===== config.mk =====
export PLATFORM = sky130hd
export DESIGN_NAME = alarm_match_unit
export DESIGN_NICKNAME = d
export VERILOG_FILES = /design/src/rtl/alarm_pkg.sv /design/src/rtl/alarm_field_cmp.sv /design/src/rtl/alarm_wr_gate.sv /design/src/rtl/alarm_match_unit.sv
export SDC_FILE = /design/constraint.sdc
export NUM_CORES = 1
export LEC_CHECK = 0
export BUFFER_PORTS_ARGS = -buffer_cell sky130_fd_sc_hd__buf_4
export CAP_MARGIN = 15
export CORE_MARGIN = 5
export CORE_UTILIZATION = 50
export DETAILED_ROUTE_END_ITERATION = 8
export PLACE_DENSITY = 0.8
export SLEW_MARGIN = 5
export SYNTH_ARGS = -nofsm -noshare
export SYNTH_HDL_FRONTEND = slang
export SYNTH_HIERARCHICAL = 1
export SYNTH_SLANG_ARGS = --single-unit

===== constraint.sdc =====
create_clock -name clk -period 2.1 [get_ports clk]
set_input_delay 0.63 -clock clk [delete_from_list [all_inputs] [get_ports clk]]
set_output_delay 0.63 -clock clk [all_outputs]
set_load 0.03 [all_outputs]

===== src/rtl/alarm_pkg.sv =====
package alarm_pkg;
    localparam int ALM_W = 32;
    localparam int FLD_N = 4;
    localparam int FLD_W = 8;

    typedef enum logic [1:0] {
        SEL_ALARM = 2'd0,
        SEL_CTRL  = 2'd1,
        SEL_FLAG  = 2'd2,
        SEL_CLR   = 2'd3
    } reg_sel_e;

    typedef struct packed {
        logic [ALM_W-1:0] alarm;
        logic             alm_en;
        logic             irq_en;
        logic             flag;
    } alm_state_t;
endpackage


===== src/rtl/alarm_field_cmp.sv =====
module alarm_field_cmp #(
    parameter int W = 8
) (
    input  logic [W-1:0] cur_val,
    input  logic [W-1:0] ref_val,
    input  logic         ignore,
    output logic         hit
);
    always_comb begin
        hit = ignore | (cur_val == ref_val);
    end
endmodule


===== src/rtl/alarm_wr_gate.sv =====
module alarm_wr_gate #(
    parameter int SYNC_CYCLES = 2
) (
    input  logic clk,
    input  logic rst_n,
    input  logic alarm_en,
    output logic wr_ok
);
    localparam int CW = $clog2(SYNC_CYCLES + 2);
    localparam logic [CW-1:0] LAST = CW'(SYNC_CYCLES);

    typedef struct packed {
        logic [CW-1:0] cnt;
        logic          ok;
    } gate_t;

    gate_t g_d, g_q;

    always_comb begin
        g_d = g_q;
        if (alarm_en) begin
            g_d.cnt = '0;
            g_d.ok  = 1'b0;
        end else if (g_q.cnt != LAST) begin
            g_d.cnt = g_q.cnt + 1'b1;
            g_d.ok  = (g_d.cnt == LAST);
        end else begin
            g_d.ok = 1'b1;
        end
    end

    always_ff @(posedge clk) begin
        if (!rst_n) begin
            g_q.cnt <= LAST;
            g_q.ok  <= 1'b1;
        end else begin
            g_q <= g_d;
        end
    end

    assign wr_ok = g_q.ok;
endmodule


===== src/rtl/alarm_match_unit.sv =====
module alarm_match_unit
    import alarm_pkg::*;
#(
    parameter int SYNC_CYCLES = 2,
    parameter int CLR_W1C     = 0
) (
    input  logic             clk,
    input  logic             rst_n,
    input  logic             tick,
    input  logic [6:0]       cur_sec,
    input  logic [6:0]       cur_min,
    input  logic [5:0]       cur_hour,
    input  logic             cur_pm,
    input  logic [5:0]       cur_date,
    input  logic [2:0]       cur_wday,
    input  logic             wr_en,
    input  logic [1:0]       wr_sel,
    input  logic [ALM_W-1:0] wr_data,
    output logic             alarm_flag,
    output logic             wr_allowed,
    output logic             irq
);
    alm_state_t st_d, st_q;

    logic [ALM_W-1:0] alarm_q;
    logic             alarm_en_q;
    logic             clr_hit;
    logic             match_hit;
    logic             wr_ok;

    logic [FLD_W-1:0] cur_fld [FLD_N];
    logic [FLD_W-1:0] ref_fld [FLD_N];
    logic [FLD_N-1:0] ign_fld;
    logic [FLD_N-1:0] fld_hit;

    assign alarm_q    = st_q.alarm;
    assign alarm_en_q = st_q.alm_en;

    // Field layout: seconds, minutes, hours+pm, day (date or weekday)
    always_comb begin
        cur_fld[0] = {1'b0, cur_sec};
        ref_fld[0] = {1'b0, alarm_q[6:0]};
        ign_fld[0] = alarm_q[7];
        cur_fld[1] = {1'b0, cur_min};
        ref_fld[1] = {1'b0, alarm_q[14:8]};
        ign_fld[1] = alarm_q[15];
        cur_fld[2] = {1'b0, cur_pm, cur_hour};
        ref_fld[2] = {1'b0, alarm_q[22], alarm_q[21:16]};
        ign_fld[2] = alarm_q[23];
        if (alarm_q[30]) begin
            cur_fld[3] = {5'b0, cur_wday};
            ref_fld[3] = {4'b0, alarm_q[27:24]};
        end else begin
            cur_fld[3] = {2'b0, cur_date};
            ref_fld[3] = {2'b0, alarm_q[29:24]};
        end
        ign_fld[3] = alarm_q[31];
    end

    for (genvar i = 0; i < FLD_N; i++) begin : g_fld
        alarm_field_cmp #(.W(FLD_W)) u_cmp (
            .cur_val (cur_fld[i]),
            .ref_val (ref_fld[i]),
            .ignore  (ign_fld[i]),
            .hit     (fld_hit[i])
        );
    end

    alarm_wr_gate #(.SYNC_CYCLES(SYNC_CYCLES)) u_gate (
        .clk      (clk),
        .rst_n    (rst_n),
        .alarm_en (st_q.alm_en),
        .wr_ok    (wr_ok)
    );

    always_comb begin
        st_d    = st_q;
        clr_hit = 1'b0;
        if (wr_en) begin
            case (reg_sel_e'(wr_sel))
                SEL_ALARM: if (wr_ok) st_d.alarm = wr_data;
                SEL_CTRL: begin
                    st_d.alm_en = wr_data[0];
                    st_d.irq_en = wr_data[1];
                end
                SEL_FLAG: clr_hit = (CLR_W1C == 0) && !wr_data[0];
                SEL_CLR:  clr_hit = (CLR_W1C != 0) && wr_data[0];
                default: ;
            endcase
        end
        match_hit = tick && st_q.alm_en && (&fld_hit);
        if (clr_hit)        st_d.flag = 1'b0;
        else if (match_hit) st_d.flag = 1'b1;
    end

    always_ff @(posedge clk) begin
        if (!rst_n) begin
            st_q <= '0;
        end else begin
            st_q <= st_d;
        end
    end

    assign alarm_flag = st_q.flag;
    assign wr_allowed = wr_ok;
    assign irq        = st_q.flag & st_q.irq_en;
endmodule


==> results of run 1 <==
-- final timing paths --
| path | slack (ps) | endpoint | from | cells after the start |
|---|---|---|---|---|
| setup / recovery | 450 | alarm_flag | cur_min[6] | 7 |
| hold / removal | 460 | alarm_q[29] | alarm_q[29] | 2 |
| setup reg to reg | 490 | alarm_flag | alarm_q[30] | 6 |
| hold reg to reg | 460 | alarm_q[29] | alarm_q[29] | 2 |
-- where the power goes --
part | internal [W] | leakage, nW | switching [W]
clock | 0.000228 | 0.0383 | 0.000231
combinational | 0.000231 | 0.877 | 0.000187
sequential | 0.000777 | 0.309 | 0.0000405
-- logic make-up after synthesis --
kind of cell / Yosys count / share of synthesized area
AOI/OAI and AO/OA: 39 / 0.198
DFF: 38 / 0.369
muxes: 6 / 0.0309
buffers and inverters: 14 / 0.0491
adders and majority gates: 2 / 0.0121
xor gates and xnor gates: 33 / 0.140
and+or+nand+nor: 87 / 0.199
other: 1 / 0.00182
-- state kept, by name, indices dropped and copies added (netlist names) --
signal and cells:
u_gate/wr_ok 1, alarm_q 32, st_q 1, alarm_en_q 1
u_gate/g_q 2, alarm_flag 1
-- critical path: stages --
cell and delay [ps]:
buf_4 110, xor2_1 130, nor4_1 300, a41o_1 210, and4_1 190, a31oi_1 90, nor3b_1 180
-- stage by stage --
step	hold slack, ps	power [W]	worst slack [ps]	util
after detailed placement	458	0.00126	167	0.661
after floorplan	443	0.00109	415	-
after global placement	448	0.00124	179	0.661
after global routing	488	0.00179	303	0.680
after CTS	468	0.00172	431	0.680
final	462	0.00170	454	0.680
-- cells in the final DEF, fill, tap and decap left out, types with 2 or more instances in the layout --
cell	instances
ha_1	2
nor4_1	4
dfxtp_1	38
mux2_2	3
a41o_1	4
nor2b_1	7
xnor2_1	8
clkbuf_8	5
inv_1	2
clkbuf_1	2
a21boi_0	2
xor2_1	25
buf_4	75
nor2_1	4
nand2_2	5
nand2_1	59
a21boi_2	30
mux2i_1	3
conb_1	10
-- metal layers --
layer  vias up  GRT usage  routed length (um)
met4         0     0.0534                  54
met2        45      0.299                2210
li1        866          -                   -
met5         -          0                   0
met3         6     0.0595                 365
met1       744      0.186                1770
-- layout make-up --
class,count,area [um^2],area share
multi-input combinational,177,1250,0.460
sequential,38,761,0.280
timing repair buffer,75,563,0.207
clock buffer,7,76.3,0.0281
tap,50,62.6,0.0230
inverter,2,7.51,0.00276
==> metrics.txt, run 1 <==
clk_skew 4.11 ps; Worst Hold Class reg -> reg; drt first pass iters 4; vias in the first global route 1689; PwrDens 623 nW/um^2; Post-CTS Resized 0; # clock sinks 38; area grow syn2layout 31.8%; total wire length 4.40 mm; H-Tree Depth 2; synthesis warning total 6; detailed-route via count 1661; Synth cell types 32; Post-synth EDFFs 0; dpl cell area 2640 um^2; min cycle time layout 1650 ps; top cell type by total area after synthesis dfxtp_1; Reg clk slew, reported paths 70 ps; max cap viols 0; Post-Route Setup TNS 0 ps; number of hold buffers added after cts 0; status finished, final reports clean; TritonCTS clock tree built; Final period util 0.784; initial antenna violation count 0; Core ar. 4000 um^2; remaining antenna violation count 0; Yosys top cell area share 0.369; static leakage 1.22 nW; CP Max Fanout 1; mean post-synth cell area 9.38 um^2; Non-Filler Instances 349; post-route cell area 2720 um^2; Worst Path Arrival 1850 ps; n_diodes 0; Initial Util 0.516; first-pass GRT wire length 7.09 mm; CTS Buf Count 5; hpwl dp 3.43 mm; sequential share of the synthesized area 0.369; full die area 5510 um^2; ys async rst share 0; setup repair bufs after CTS 0; setup violators final 0; WL/cell 12.6 um; CTS Buffer Depth 2; Fmax 607 MHz; fin nets 369; Critical Path End Type flip-flop; final hold viol count 0; global-route usage over all layers 0.168; #FFs+latches synth 38; top-count cell post-synth nand2_1; GR Overflow Total 0; Area contributors post-synth dfxtp_1 (37%), a21boi_2 (16%), nand2_1 (11%), xor2_1 (11%), xnor2_1 (3.4%); CP Data Required Time 2300 ps; later-pin clock latency in the skew report 280 ps; vias per inst 4.76; DRT iter0 DRCs 31; Die Height 74.2 um; Synth Instances 220; Top Ports 71; share of cells above drive strength 1 0.401; DRC Markers 0; # rows 23; Root Buffer Master clkbuf_8; Cell Area, Synth 2060 um^2; pins over their slew limit 0; Synth top cells by count nand2_1 (59), dfxtp_1 (38), a21boi_2 (30); Max VDD drop 0.000340 V; Fillers 341; CP Class in -> reg; Post-synth top flop dfxtp_1; Die W 74.2 um; Post-Place Cells 342; crit start category primary input; Port Buf Inserts 70; RSZ-0062 raised after global routing no; largest net degree at the start of global routing 39; gpl congestion 0.732
(Power assumes the default switching activity.)
==> run 2, diff against run 1 <==
==> constraint.sdc (replaced) <==
create_clock -name clk -period 1.7 [get_ports clk]
set_input_delay 0.51 -clock clk [delete_from_list [all_inputs] [get_ports clk]]
set_output_delay 0.51 -clock clk [all_outputs]
set_load 0.03 [all_outputs]
==> run 2 against run 1 <==
  * Count of clock-buffer cells in the layout is 2 lower
  * Die area stayed put
  * Critical path depth is 1 lower
  * Via count is 1.6% higher
  * Core utilization is 1.2 points higher
  * Highest routed layer unchanged
==> metrics.txt, run 2 (synthesis gave the netlist of run 1 again) <==
CP Max Fanout 2 (+1); Top Ports 71 (unchanged); Port Buf Inserts 70 (unchanged); WL/cell 12.5 um (-0.84%); largest net degree at the start of global routing 39 (unchanged); r2r endpoint alarm_flag; first-pass GRT wire length 7.10 mm (about the same); Root Buffer Master clkbuf_8; reg2reg start alarm_q[13]; later-pin clock latency in the skew report 290 ps (about the same); CP max stage delay 330 ps (+30 ps); setup violators final 0 (unchanged); Initial Util 0.516 (unchanged); static leakage 1.25 nW (+2.1%); commonest non-fill, non-tap cell in the layout buf_4; n_diodes 0 (unchanged); origin of the worst setup path alarm_q[13]; crit-path leading delay family simple AND/OR/NAND/NOR gates; crit start category flip-flop; max cap viols 0 (unchanged); H-Tree Depth 2 (unchanged); CP endpoint alarm_flag; CP bufs+invs 0 (-1); min cycle time layout 1570 ps; TritonCTS clock tree built; Reg clk slew, reported paths 80 ps (about the same); drt first pass iters 4 (unchanged); detailed-route via count 1688 (+1.6%); Core ar. 4000 um^2 (unchanged); RSZ-0062 raised after global routing no; initial antenna violation count 0 (unchanged); full die area 5510 um^2 (unchanged); Post-Route Setup TNS 0 ps (unchanged); GR Overflow Total 0 (unchanged); # clock sinks 38 (unchanged); Fmax 636 MHz; share of cells above drive strength 1 0.419 (+0.0173); # rows 23 (unchanged); Final period util 0.925; CTS Buf Count 5 (unchanged); Worst Hold Class reg -> reg; Final Power 0.00228 W (+34%); critical-path cell list xor2_1 -> nor4_1 -> a41o_1 -> and4_1 -> a31oi_1 -> nor3b_1; global-route usage over all layers 0.166 (-0.00130); DRT iter0 DRCs 67 (+120%); final hold viol count 0 (unchanged); Die W 74.2 um (unchanged); gpl congestion 0.744 (+1.6%); PwrDens 823 nW/um^2 (+32%); fin nets 370 (+0.27%); vias per inst 4.81 (+1.0%); Fillers 337 (-1.2%); FF-to-FF setup slack 130 ps (-360 ps); max reg flops 32 (unchanged); CTS Buffer Depth 2 (unchanged); most frequent cells in the layout buf_4 (76), nand2_1 (59), dfxtp_1 (37); number of hold buffers added after cts 0 (unchanged); Critical Path End Type flip-flop; depth of the most critical reg-to-reg path 6 (unchanged); Die Height 74.2 um (unchanged); area grow syn2layout 34.1%; status finished, final reports clean; vias in the first global route 1692 (+0.18%); hpwl dp 3.43 mm (+0.13%); Stages on worst setup path 6 (-1); Worst path slowest cell dfxtp_1; pins over their slew limit 0 (unchanged); DRC Markers 0 (unchanged); clk_skew 4.98 ps (+0.862 ps); Max VDD drop 0.000555 V (+63%); CP Data Required Time 1910 ps (-390 ps); total wire length 4.39 mm (-0.27%); Worst Path Arrival 1780 ps (-70 ps); CP Class reg -> reg; remaining antenna violation count 0 (unchanged)
## run 2: worst min path at each step
stage | end | startpoint | depth (start not counted) | slack, ps
after floorplan | alarm_q[28] | alarm_q[28] | 2 | 440
after global placement | alarm_q[29] | alarm_q[29] | 2 | 450
after detailed placement | alarm_q[29] | alarm_q[29] | 2 | 450
after CTS | alarm_q[20] | wr_data[20] | 3 | 460
after global routing | alarm_q[20] | wr_data[20] | 3 | 450
final | alarm_q[29] | alarm_q[29] | 2 | 460
## run 2: layer usage
layer,vias up,wire length (um),track usage
met1,765,1790,0.183
met4,0,40,0.0415
met5,-,0,0
met2,47,2170,0.305
li1,871,-,-
met3,5,382,0.0568
## run 2: report_power, final
| group | switching, W | leakage (nW) | internal (W) | total (W) |
|---|---|---|---|---|
| combinational | 0.000235 | 0.882 | 0.000288 | 0.000523 |
| clock | 0.000312 | 0.0579 | 0.000432 | 0.000744 |
| sequential | 0.0000508 | 0.309 | 0.000960 | 0.00101 |
## run 2: repair_timing
action                                  4_1_cts  5_1_grt
endpoints found under the setup margin        0        1
setup buffers                                 0        0
resized for setup                             0        2
hold endpoints to repair                      0        0
## run 2: layout make-up
class                   count  area, um^2  share of cell area
flip-flops and latches     38         762               0.275
well taps                  50        62.6              0.0226
inverters                   2        7.51             0.00271
clock inverters             3        40.0              0.0145
repair buffers             76         571               0.206
multi-input cells         177        1260               0.454
clock buffers               5        68.8              0.0249
## run 2: worst register-to-register path, delay by kind of cell, from the launching register on
family	cells	cell delay, ps
and+or+nand+nor	3	680
DFF	1	330
AOI/OAI and AO/OA	2	320
xor gates and xnor gates	1	160
## run 2: per-stage QoR
step / area, um^2 / setup slack (ps) / util / cells / hold slack [ps]
after detailed placement: 2650 / -128 / 0.663 / 343 / 453
after floorplan: 2100 / 14.5 / - / 229 / 443
after CTS: 2760 / 38.4 / 0.690 / 351 / 459
after global placement: 2650 / -102 / 0.663 / 343 / 449
after global routing: 2770 / 11.1 / 0.692 / 351 / 449
final: 2770 / 128 / 0.692 / 351 / 460
